File: src/rtl/retire_pkg.sv
package retire_pkg;

  // Strobes from the control side to the entry storage.
  typedef struct packed {
    logic allocEn;  // write the requested group at the tail
    logic flushEn;  // cancel every live entry
  } retStrobe_t;

endpackage

File: src/rtl/retire_data.sv
module retire_data
  import retire_pkg::*;
#(
  parameter int DEPTH  = 16,
  parameter int DISP_W = 4,
  parameter int FIN_W  = 2,
  parameter int RET_W  = 4,
  parameter int TGT_W  = 32,
  localparam int IDX_W = $clog2(DEPTH),
  localparam int DC_W  = $clog2(DISP_W + 1)
) (
  input  logic                   clk,
  input  logic                   rst_n,
  input  retStrobe_t             strobe,
  input  logic [IDX_W-1:0]       tailPtr,
  input  logic [IDX_W-1:0]       headPtr,
  input  logic [DC_W-1:0]        dispCount,
  input  logic [DISP_W-1:0]      dispEarly,
  input  logic [DISP_W-1:0]      dispSpr,
  input  logic [FIN_W-1:0]       finValid,
  input  logic [FIN_W*IDX_W-1:0] finTag,
  input  logic [FIN_W-1:0]       finExc,
  input  logic [FIN_W-1:0]       finMisp,
  input  logic [FIN_W*TGT_W-1:0] finTarget,
  output logic [RET_W-1:0]       winDone,
  output logic [RET_W-1:0]       winExc,
  output logic [RET_W-1:0]       winMisp,
  output logic [RET_W-1:0]       winEarly,
  output logic [RET_W-1:0]       winSpr,
  output logic [RET_W*TGT_W-1:0] winTarget
);

  logic [DEPTH-1:0] doneQ, excQ, mispQ, earlyQ, sprQ;
  logic [TGT_W-1:0] tgtQ [DEPTH];

  logic [IDX_W-1:0] allocOff [DEPTH];
  logic [DEPTH-1:0] allocHit, newEarly, newSpr;
  logic [DEPTH-1:0] finHit, finExcN, finMispN;
  logic [TGT_W-1:0] finTgtN [DEPTH];

  // Which entries the current dispatch group writes, and with what.
  always_comb begin
    for (int i = 0; i < DEPTH; i++) begin
      allocOff[i] = IDX_W'(i) - tailPtr;
      allocHit[i] = strobe.allocEn && (int'(allocOff[i]) < int'(dispCount));
      newEarly[i] = dispEarly[int'(allocOff[i]) % DISP_W];
      newSpr[i]   = dispSpr[int'(allocOff[i]) % DISP_W];
    end
  end

  // Finish reports decoded per entry; a higher port wins on a tag clash.
  always_comb begin
    for (int i = 0; i < DEPTH; i++) begin
      finHit[i]   = 1'b0;
      finExcN[i]  = 1'b0;
      finMispN[i] = 1'b0;
      finTgtN[i]  = '0;
      for (int f = 0; f < FIN_W; f++) begin
        if (finValid[f] && finTag[f*IDX_W +: IDX_W] == IDX_W'(i)) begin
          finHit[i]   = 1'b1;
          finExcN[i]  = finExc[f];
          finMispN[i] = finMisp[f];
          finTgtN[i]  = finTarget[f*TGT_W +: TGT_W];
        end
      end
    end
  end

  always_ff @(posedge clk) begin
    if (!rst_n) begin
      doneQ  <= '0;
      excQ   <= '0;
      mispQ  <= '0;
      earlyQ <= '0;
      sprQ   <= '0;
    end else begin
      for (int i = 0; i < DEPTH; i++) begin
        if (strobe.flushEn) begin
          doneQ[i] <= 1'b0;
        end else if (allocHit[i]) begin
          doneQ[i]  <= 1'b0;
          excQ[i]   <= 1'b0;
          mispQ[i]  <= 1'b0;
          earlyQ[i] <= newEarly[i];
          sprQ[i]   <= newSpr[i];
        end else if (finHit[i]) begin
          doneQ[i] <= 1'b1;
          excQ[i]  <= finExcN[i];
          mispQ[i] <= finMispN[i];
        end
      end
    end
  end

  always_ff @(posedge clk) begin
    for (int i = 0; i < DEPTH; i++) begin
      if (finHit[i]) tgtQ[i] <= finTgtN[i];
    end
  end

  // Retire window: the RET_W oldest slots starting at the head.
  always_comb begin
    for (int k = 0; k < RET_W; k++) begin
      logic [IDX_W-1:0] widx;
      widx = headPtr + IDX_W'(k);
      winDone[k]  = doneQ[widx];
      winExc[k]   = excQ[widx];
      winMisp[k]  = mispQ[widx];
      winEarly[k] = earlyQ[widx];
      winSpr[k]   = sprQ[widx];
      winTarget[k*TGT_W +: TGT_W] = tgtQ[widx];
    end
  end

endmodule

File: src/rtl/retire_ctrl.sv
module retire_ctrl
  import retire_pkg::*;
#(
  parameter int DEPTH  = 16,
  parameter int DISP_W = 4,
  parameter int RET_W  = 4,
  parameter int TGT_W  = 32,
  parameter logic [TGT_W-1:0] EXC_VEC = 'h100,
  localparam int IDX_W = $clog2(DEPTH),
  localparam int DC_W  = $clog2(DISP_W + 1),
  localparam int CNT_W = $clog2(DEPTH + 1)
) (
  input  logic                   clk,
  input  logic                   rst_n,
  input  logic [DC_W-1:0]        dispCount,
  input  logic [RET_W-1:0]       winDone,
  input  logic [RET_W-1:0]       winExc,
  input  logic [RET_W-1:0]       winMisp,
  input  logic [RET_W-1:0]       winEarly,
  input  logic [RET_W-1:0]       winSpr,
  input  logic [RET_W*TGT_W-1:0] winTarget,
  output retStrobe_t             strobe,
  output logic [IDX_W-1:0]       tailPtr,
  output logic [IDX_W-1:0]       headPtr,
  output logic                   dispGrant,
  output logic [IDX_W-1:0]       dispTag,
  output logic [RET_W-1:0]       retValid,
  output logic [RET_W*IDX_W-1:0] retTag,
  output logic [RET_W-1:0]       commitValid,
  output logic [RET_W-1:0]       retSpr,
  output logic [RET_W-1:0]       wbValid,
  output logic [RET_W*IDX_W-1:0] wbTag,
  output logic                   flushValid,
  output logic [IDX_W-1:0]       flushTag,
  output logic [TGT_W-1:0]       flushPc
);

  logic [IDX_W-1:0] headQ, tailQ;
  logic [CNT_W-1:0] cntQ, freeN;
  logic [RET_W-1:0] wbValidQ;
  logic [RET_W*IDX_W-1:0] wbTagQ;
  int retN;

  // Scan the window oldest first; stop at the first unfinished or faulting entry.
  always_comb begin
    logic stop;
    stop       = 1'b0;
    retN       = 0;
    retValid   = '0;
    flushValid = 1'b0;
    flushTag   = '0;
    flushPc    = '0;
    for (int k = 0; k < RET_W; k++) begin
      retTag[k*IDX_W +: IDX_W] = headQ + IDX_W'(k);
      if (!stop) begin
        if (k < int'(cntQ) && winDone[k]) begin
          if (winExc[k]) begin
            flushValid = 1'b1;
            flushTag   = headQ + IDX_W'(k);
            flushPc    = EXC_VEC;
            stop       = 1'b1;
          end else begin
            retValid[k] = 1'b1;
            retN        = k + 1;
            if (winMisp[k]) begin
              flushValid = 1'b1;
              flushTag   = headQ + IDX_W'(k);
              flushPc    = winTarget[k*TGT_W +: TGT_W];
              stop       = 1'b1;
            end
          end
        end else begin
          stop = 1'b1;
        end
      end
    end
  end

  assign freeN          = CNT_W'(DEPTH) - cntQ;
  assign dispGrant      = !flushValid && (int'(dispCount) <= int'(freeN));
  assign dispTag        = tailQ;
  assign strobe.allocEn = dispGrant && (dispCount != '0);
  assign strobe.flushEn = flushValid;
  assign commitValid    = retValid & winEarly;
  assign retSpr         = retValid & winSpr;
  assign headPtr        = headQ;
  assign tailPtr        = tailQ;
  assign wbValid        = wbValidQ;
  assign wbTag          = wbTagQ;

  always_ff @(posedge clk) begin
    if (!rst_n) begin
      headQ    <= '0;
      tailQ    <= '0;
      cntQ     <= '0;
      wbValidQ <= '0;
      wbTagQ   <= '0;
    end else begin
      wbValidQ <= retValid & ~winEarly;
      wbTagQ   <= retTag;
      if (flushValid) begin
        headQ <= flushTag + 1'b1;
        tailQ <= flushTag + 1'b1;
        cntQ  <= '0;
      end else begin
        headQ <= headQ + IDX_W'(retN);
        if (strobe.allocEn) begin
          tailQ <= tailQ + IDX_W'(dispCount);
          cntQ  <= cntQ - CNT_W'(retN) + CNT_W'(dispCount);
        end else begin
          cntQ  <= cntQ - CNT_W'(retN);
        end
      end
    end
  end

endmodule

File: src/rtl/inorder_retire_unit.sv
module inorder_retire_unit
  import retire_pkg::*;
#(
  parameter int DEPTH  = 16,
  parameter int DISP_W = 4,
  parameter int FIN_W  = 2,
  parameter int RET_W  = 4,
  parameter int TGT_W  = 32,
  parameter logic [TGT_W-1:0] EXC_VEC = 'h100,
  localparam int IDX_W = $clog2(DEPTH),
  localparam int DC_W  = $clog2(DISP_W + 1)
) (
  input  logic                   clk,
  input  logic                   rst_n,
  input  logic [DC_W-1:0]        dispCount,
  input  logic [DISP_W-1:0]      dispEarly,
  input  logic [DISP_W-1:0]      dispSpr,
  output logic                   dispGrant,
  output logic [IDX_W-1:0]       dispTag,
  input  logic [FIN_W-1:0]       finValid,
  input  logic [FIN_W*IDX_W-1:0] finTag,
  input  logic [FIN_W-1:0]       finExc,
  input  logic [FIN_W-1:0]       finMisp,
  input  logic [FIN_W*TGT_W-1:0] finTarget,
  output logic [RET_W-1:0]       retValid,
  output logic [RET_W*IDX_W-1:0] retTag,
  output logic [RET_W-1:0]       commitValid,
  output logic [RET_W-1:0]       retSpr,
  output logic [RET_W-1:0]       wbValid,
  output logic [RET_W*IDX_W-1:0] wbTag,
  output logic                   flushValid,
  output logic [IDX_W-1:0]       flushTag,
  output logic [TGT_W-1:0]       flushPc
);

  retStrobe_t strobe;
  logic [IDX_W-1:0] tailPtr, headPtr;
  logic [RET_W-1:0] winDone, winExc, winMisp, winEarly, winSpr;
  logic [RET_W*TGT_W-1:0] winTarget;

  retire_ctrl #(
    .DEPTH(DEPTH), .DISP_W(DISP_W), .RET_W(RET_W), .TGT_W(TGT_W), .EXC_VEC(EXC_VEC)
  ) ctrl (
    .clk(clk), .rst_n(rst_n), .dispCount(dispCount),
    .winDone(winDone), .winExc(winExc), .winMisp(winMisp),
    .winEarly(winEarly), .winSpr(winSpr), .winTarget(winTarget),
    .strobe(strobe), .tailPtr(tailPtr), .headPtr(headPtr),
    .dispGrant(dispGrant), .dispTag(dispTag),
    .retValid(retValid), .retTag(retTag), .commitValid(commitValid), .retSpr(retSpr),
    .wbValid(wbValid), .wbTag(wbTag),
    .flushValid(flushValid), .flushTag(flushTag), .flushPc(flushPc)
  );

  retire_data #(
    .DEPTH(DEPTH), .DISP_W(DISP_W), .FIN_W(FIN_W), .RET_W(RET_W), .TGT_W(TGT_W)
  ) data (
    .clk(clk), .rst_n(rst_n), .strobe(strobe), .tailPtr(tailPtr), .headPtr(headPtr),
    .dispCount(dispCount), .dispEarly(dispEarly), .dispSpr(dispSpr),
    .finValid(finValid), .finTag(finTag), .finExc(finExc), .finMisp(finMisp),
    .finTarget(finTarget),
    .winDone(winDone), .winExc(winExc), .winMisp(winMisp),
    .winEarly(winEarly), .winSpr(winSpr), .winTarget(winTarget)
  );

endmodule

File: config.mk
export PLATFORM = sky130hd
export DESIGN_NAME = inorder_retire_unit
export DESIGN_NICKNAME = d
export VERILOG_FILES = /design/src/rtl/retire_pkg.sv /design/src/rtl/retire_data.sv /design/src/rtl/retire_ctrl.sv /design/src/rtl/inorder_retire_unit.sv
export SDC_FILE = /design/constraint.sdc
export NUM_CORES = 2
export LEC_CHECK = 0
export BUFFER_PORTS_ARGS = -buffer_cell sky130_fd_sc_hd__clkbuf_2
export CAP_MARGIN = 25
export CORE_ASPECT_RATIO = 0.7
export CORE_UTILIZATION = 38
export CTS_CLUSTER_DIAMETER = 80
export DETAILED_ROUTE_END_ITERATION = 10
export PLACE_DENSITY_LB_ADDON = 0.05
export SLEW_MARGIN = 20
export SYNTH_ARGS = -nofsm -noshare
export SYNTH_HDL_FRONTEND = slang
export SYNTH_SLANG_ARGS = --single-unit
File: constraint.sdc
create_clock -name clk -period 5.9 [get_ports clk]
set_input_delay 0.59 -clock clk [delete_from_list [all_inputs] [get_ports clk]]
set_output_delay 0.59 -clock clk [all_outputs]
set_load 0.02 [all_outputs]
==> metrics.txt <==
# TYPE chip_impl_metric gauge
chip_impl_metric{name="final_min_period_over_clock_period",unit="%"} 98.21
chip_impl_metric{name="timing.final.setup_violations",unit=""} 0
chip_impl_metric{name="numCtsBuffers",unit=""} 74
chip_impl_metric{name="synth.yosys.seq_area_share",unit="%"} 36.62
chip_impl_metric{name="syn_area_per_cell",unit="um^2"} 11.10
chip_impl_metric{name="drt_drc_violations_left",unit=""} 0
chip_impl_info{name="hp-class",value="in -> reg"} 1
chip_impl_metric{name="globalRoute.totalOverflow",unit=""} 0
chip_impl_metric{name="routed_wirelength",unit="mm"} 220.1
chip_impl_metric{name="synth_enable_flop_cells",unit=""} 512
chip_impl_metric{name="min_path_cells",unit=""} 2
chip_impl_info{name="gr-max-usage-layer",value="met1"} 1
chip_impl_metric{name="synth_nets",unit=""} 4466
chip_impl_metric{name="fmax",unit="GHz"} 0.1726
chip_impl_metric{name="slew_violations",unit=""} 0
chip_impl_metric{name="finalWorstSetupSlack",unit="ns"} 0.1056
chip_impl_info{name="critPathLaunchType",value="register"} 1
chip_impl_info{name="setup.worst_path.start",value="ctrl.headPtr[3]$_SDFF_PN0_"} 1
chip_impl_metric{name="relSlewSlack",unit="%"} 25.20
chip_impl_metric{name="viasPerCell",unit=""} 6.773
chip_impl_info{name="grt_setup_unrepaired",value="no"} 1
chip_impl_metric{name="syn-cell-area",unit="um^2"} 48050
chip_impl_metric{name="clock_path_buffers",unit=""} 3
chip_impl_metric{name="placeableCoreArea",unit="um^2"} 124700
chip_impl_info{name="ys.flop_type",value="sky130_fd_sc_hd__edfxtp_1"} 1
chip_impl_metric{name="synth.distinct_cells",unit=""} 71
chip_impl_metric{name="setup-tns-final",unit="ns"} 0
chip_impl_metric{name="floorplan.initialDensity",unit="%"} 38.53
chip_impl_metric{name="worstMarginPinSlew",unit="ns"} 1.122
chip_impl_metric{name="place_ws",unit="ns"} 0.4714
chip_impl_metric{name="design_power_total",unit="mW"} 13.83
chip_impl_metric{name="core.rowCount",unit=""} 108
chip_impl_info{name="min_from",value="rst_n"} 1
chip_impl_metric{name="die-height",unit="um"} 299.5
chip_impl_metric{name="first_global_vias",unit=""} 37529
chip_impl_metric{name="synth-warning-count",unit=""} 0
chip_impl_metric{name="ys_async_sr_fraction",unit="%"} 0
chip_impl_metric{name="worst-path-max-fanout",unit=""} 19
chip_impl_metric{name="cts_hold_buffers",unit=""} 0
chip_impl_metric{name="drt_pass1_iterations",unit=""} 8
chip_impl_metric{name="clock_sinks",unit=""} 623
chip_impl_metric{name="gp_routability_congestion",unit=""} 0.8853
chip_impl_metric{name="power_frac_clock",unit="%"} 34.4
chip_impl_info{name="rr_startpoint",value="ctrl.headPtr[3]$_SDFF_PN0_"} 1
chip_impl_metric{name="io-pin-count",unit=""} 181
chip_impl_metric{name="worst_ep_required_time",unit="ns"} 5.31
chip_impl_metric{name="vdd.ir_drop.worst",unit="mV"} 0.2058
chip_impl_metric{name="timing.max_cap.violations",unit=""} 0
chip_impl_metric{name="die_w",unit="um"} 427.0
chip_impl_info{name="criticalPathCategory",value="reg -> out"} 1
chip_impl_metric{name="synthesis.instances",unit=""} 4329
chip_impl_metric{name="h_tree_depth",unit=""} 3
chip_impl_metric{name="grt_antenna_before_repair",unit=""} 14
chip_impl_info{name="worstReg2RegEnd",value="ctrl.cntQ[3]$_SDFF_PP0_"} 1
chip_impl_metric{name="leakagePower",unit="nW"} 15.69
chip_impl_metric{name="io_buffer_count",unit=""} 180
chip_impl_metric{name="maximum_number_of_pins_on_one_net_before_global_route_repair",unit=""} 147
chip_impl_metric{name="routedWlPerCell",unit="um"} 37.15
chip_impl_metric{name="crit_arrival",unit="ns"} 5.20
chip_impl_metric{name="internal_power",unit="mW"} 9.237
chip_impl_metric{name="routed-via-count",unit=""} 40137
chip_impl_metric{name="period_minus_slack",unit="ns"} 5.794
chip_impl_metric{name="detail_route.iter0.violations",unit=""} 5984
chip_impl_metric{name="finish.utilization",unit="%"} 42.58
chip_impl_metric{name="hpwl",unit="mm"} 129.3
chip_impl_metric{name="reg2regPathDepth",unit=""} 17
chip_impl_metric{name="cts.reportedPaths.clkPinSlew",unit="ns"} 0.06
chip_impl_info{name="worstHoldEndpoint",value="ctrl.headPtr[3]$_SDFF_PN0_"} 1
chip_impl_metric{name="sequential_power_share",unit="%"} 38.7
chip_impl_metric{name="global_route.usage.met2",unit="%"} 47.99
chip_impl_metric{name="gr-usage-met1",unit="%"} 49.69
chip_impl_metric{name="final_layout_size_suffix_gt1_share",unit="%"} 29.47
chip_impl_metric{name="power_switching_share",unit="%"} 33.20
chip_impl_metric{name="final-hold-violation-count",unit=""} 0
chip_impl_info{name="outcome",value="finished clean"} 1
chip_impl_metric{name="stdcell_area",unit="um^2"} 53100
chip_impl_metric{name="grt_first_pass_wirelength",unit="mm"} 304.7
chip_impl_metric{name="clk-insertion-delay-late",unit="ns"} 0.68
chip_impl_metric{name="placedInstanceArea",unit="um^2"} 50540
chip_impl_metric{name="postSynthRegisterBits",unit=""} 623
chip_impl_metric{name="fin_skew",unit="ns"} 0.02929
chip_impl_metric{name="grt_use_total",unit="%"} 34.09
chip_impl_info{name="cts.root.buffer_cell",value="sky130_fd_sc_hd__clkbuf_16"} 1
chip_impl_metric{name="power_switching",unit="mW"} 4.590
chip_impl_metric{name="share_comb_of_total_power",unit="%"} 26.9
chip_impl_metric{name="gr-usage-met3",unit="%"} 10.39
chip_impl_metric{name="total_power_density_per_cell_area",unit="nW/um^2"} 260.4
chip_impl_info{name="cp-end-kind",value="output pin"} 1
chip_impl_metric{name="fin_nets",unit=""} 4347
chip_impl_info{name="tritoncts",value="yes"} 1
chip_impl_metric{name="total_die_area",unit="um^2"} 127900
chip_impl_metric{name="area_growth",unit="%"} 10.50
chip_impl_metric{name="route.antenna.remaining_nets",unit=""} 0
chip_impl_metric{name="reg2reg_setup_slack",unit="ns"} 0.50
-- layer usage --
| metal | part of all wire (%) | vias up | routed length [um] |
|---|---|---|---|
| met1 | 41 | 20615 | 90560 |
| met5 | 0 | - | 0 |
| met3 | 13 | 397 | 28130 |
| li1 | - | 16104 | - |
| met4 | 3.4 | 0 | 7541 |
| met2 | 43 | 3021 | 93910 |
-- worst max-delay path, stage by stage, from the launching register on --
cell and delay, ns:
sky130_fd_sc_hd__dfxtp_4 0.64, sky130_fd_sc_hd__buf_4 0.48, sky130_fd_sc_hd__buf_4 0.60, sky130_fd_sc_hd__xor2_4 0.27, sky130_fd_sc_hd__a21oi_1 0.06, sky130_fd_sc_hd__o311a_1 0.14
sky130_fd_sc_hd__nor4_1 0.32, sky130_fd_sc_hd__or3b_2 0.54, sky130_fd_sc_hd__a21oi_4 0.27, sky130_fd_sc_hd__and2_4 0.28, sky130_fd_sc_hd__buf_12 0.18, sky130_fd_sc_hd__buf_4 0.18
sky130_fd_sc_hd__nand2_1 0.06, sky130_fd_sc_hd__nand3_1 0.16, sky130_fd_sc_hd__clkbuf_2 0.21
-- worst max-delay path by stage --
stage	to	slack, ns	cells past startpoint
2_1_floorplan	ctrl.cntQ[4]$_SDFF_PP0_	0.08	21
3_3_place_gp	ctrl.cntQ[4]$_SDFF_PP0_	0.53	18
3_5_place_dp	flushPc[9]	0.47	14
4_1_cts	flushTag[0]	0.04	11
5_1_grt	flushPc[28]	0.007	14
6_report	flushPc[28]	0.11	14
-- what timing repair did --
action	CTS	global route
endpoints found under the setup margin	22	31
setup buffers	3	5
pin swaps	1	2
gates cloned	0	1
resized for setup	2	13
-- power by group through the flow --
stage | sequential, mW | combinational [mW] | clock, mW
finish | 5.35 | 3.72 | 4.76
global route | 5.39 | 3.97 | 4.95
CTS | 5.34 | 3.67 | 4.81
detailed placement | 5.43 | 3.66 | 0
global placement | 5.43 | 3.66 | 0
floorplan | 5.29 | 2.58 | 0
-- placed cells by master (no fill, tap or decap), types with 13 or more instances in the layout --
cell and n:
sky130_fd_sc_hd__a21oi_1 579, sky130_fd_sc_hd__a21oi_4 13, sky130_fd_sc_hd__a22oi_1 21, sky130_fd_sc_hd__and2_1 15, sky130_fd_sc_hd__buf_4 121, sky130_fd_sc_hd__clkbuf_1 18, sky130_fd_sc_hd__clkbuf_16 79, sky130_fd_sc_hd__clkbuf_2 179
sky130_fd_sc_hd__clkinv_1 15, sky130_fd_sc_hd__dfxtp_1 107, sky130_fd_sc_hd__edfxtp_1 512, sky130_fd_sc_hd__ha_1 38, sky130_fd_sc_hd__inv_1 28, sky130_fd_sc_hd__inv_2 16, sky130_fd_sc_hd__mux2i_1 58, sky130_fd_sc_hd__mux4_2 724
sky130_fd_sc_hd__nand2_1 1197, sky130_fd_sc_hd__nand3_1 93, sky130_fd_sc_hd__nor2_1 44, sky130_fd_sc_hd__nor2b_1 104, sky130_fd_sc_hd__nor3_1 25, sky130_fd_sc_hd__o21ai_0 24, sky130_fd_sc_hd__xnor2_1 16
-- metrics by stage --
stage                     instances  hold WS (ns)
after floorplan                4329        0.4941
after global placement         5774        0.5410
after detailed placement       5774        0.5461
after CTS                      5909        0.3546
after global routing           5926        0.3810
final                          5926        0.3838
-- state kept, by name (all words and copies together), names as in the netlist --
register,count
data.doneQ,16
data.sprQ,16
data.mispQ,16
data.tgtQ,512
ctrl.dispTag,4
ctrl.cntQ,5
ctrl.headPtr,4
data.earlyQ,16
ctrl.wbValid,4
data.excQ,16
ctrl.wbTag,14
-- cells in the mapped netlist, types with 5 or more instances --
| cell | number | area (um^2) |
|---|---|---|
| sky130_fd_sc_hd__o21ai_0 | 25 | 125.1 |
| sky130_fd_sc_hd__a22oi_1 | 21 | 157.7 |
| sky130_fd_sc_hd__o211ai_1 | 6 | 45.04 |
| sky130_fd_sc_hd__nand2_1 | 1209 | 4538 |
| sky130_fd_sc_hd__nand4_1 | 10 | 62.56 |
| sky130_fd_sc_hd__mux4_2 | 724 | 16310 |
| sky130_fd_sc_hd__nand2b_1 | 6 | 37.54 |
| sky130_fd_sc_hd__a21oi_1 | 591 | 2958 |
| sky130_fd_sc_hd__inv_1 | 46 | 172.7 |
| sky130_fd_sc_hd__a21o_1 | 8 | 60.06 |
| sky130_fd_sc_hd__buf_1 | 127 | 476.7 |
| sky130_fd_sc_hd__nor3_1 | 29 | 145.1 |
| sky130_fd_sc_hd__buf_4 | 8 | 60.06 |
| sky130_fd_sc_hd__dfxtp_1 | 111 | 2222 |
| sky130_fd_sc_hd__and3_1 | 11 | 68.82 |
| sky130_fd_sc_hd__edfxtp_1 | 512 | 15370 |
| sky130_fd_sc_hd__clkbuf_1 | 360 | 1351 |
| sky130_fd_sc_hd__xor2_1 | 7 | 61.31 |
| sky130_fd_sc_hd__fa_1 | 5 | 100.1 |
| sky130_fd_sc_hd__a21boi_0 | 7 | 52.55 |
| sky130_fd_sc_hd__ha_1 | 41 | 513.0 |
| sky130_fd_sc_hd__a31oi_1 | 8 | 50.05 |
| sky130_fd_sc_hd__nor2b_1 | 104 | 650.6 |
| sky130_fd_sc_hd__mux2_2 | 8 | 90.09 |
| sky130_fd_sc_hd__nand3_1 | 97 | 485.5 |
| sky130_fd_sc_hd__buf_2 | 17 | 85.08 |
| sky130_fd_sc_hd__mux2i_1 | 58 | 580.6 |
| sky130_fd_sc_hd__nor2_1 | 56 | 210.2 |
| sky130_fd_sc_hd__and2_1 | 16 | 100.1 |
| sky130_fd_sc_hd__or3_1 | 7 | 43.79 |
| sky130_fd_sc_hd__xnor2_1 | 17 | 148.9 |
| sky130_fd_sc_hd__a31o_2 | 8 | 70.07 |
| sky130_fd_sc_hd__nor3b_1 | 5 | 37.54 |
-- area by class of cell --
cell class	instances	area [um^2]
clock inverter	31	274.0
timing repair buffer	319	2120
fill	11538	71620
inverter	49	195.2
antenna	10	25.02
clock buffer	101	2088
tap	1650	2064
sequential	623	17610
multi-input combinational	3143	28720
-- logic make-up after synthesis --
group,synth area share [%]
flops,36.62
buf+inv,4.536
mux,35.41
fa+ha+maj,1.276
compound gates,7.978
xor+xnor,0.5390
simple gates,13.65
Note: power is estimated with default switching activity, not from simulation.
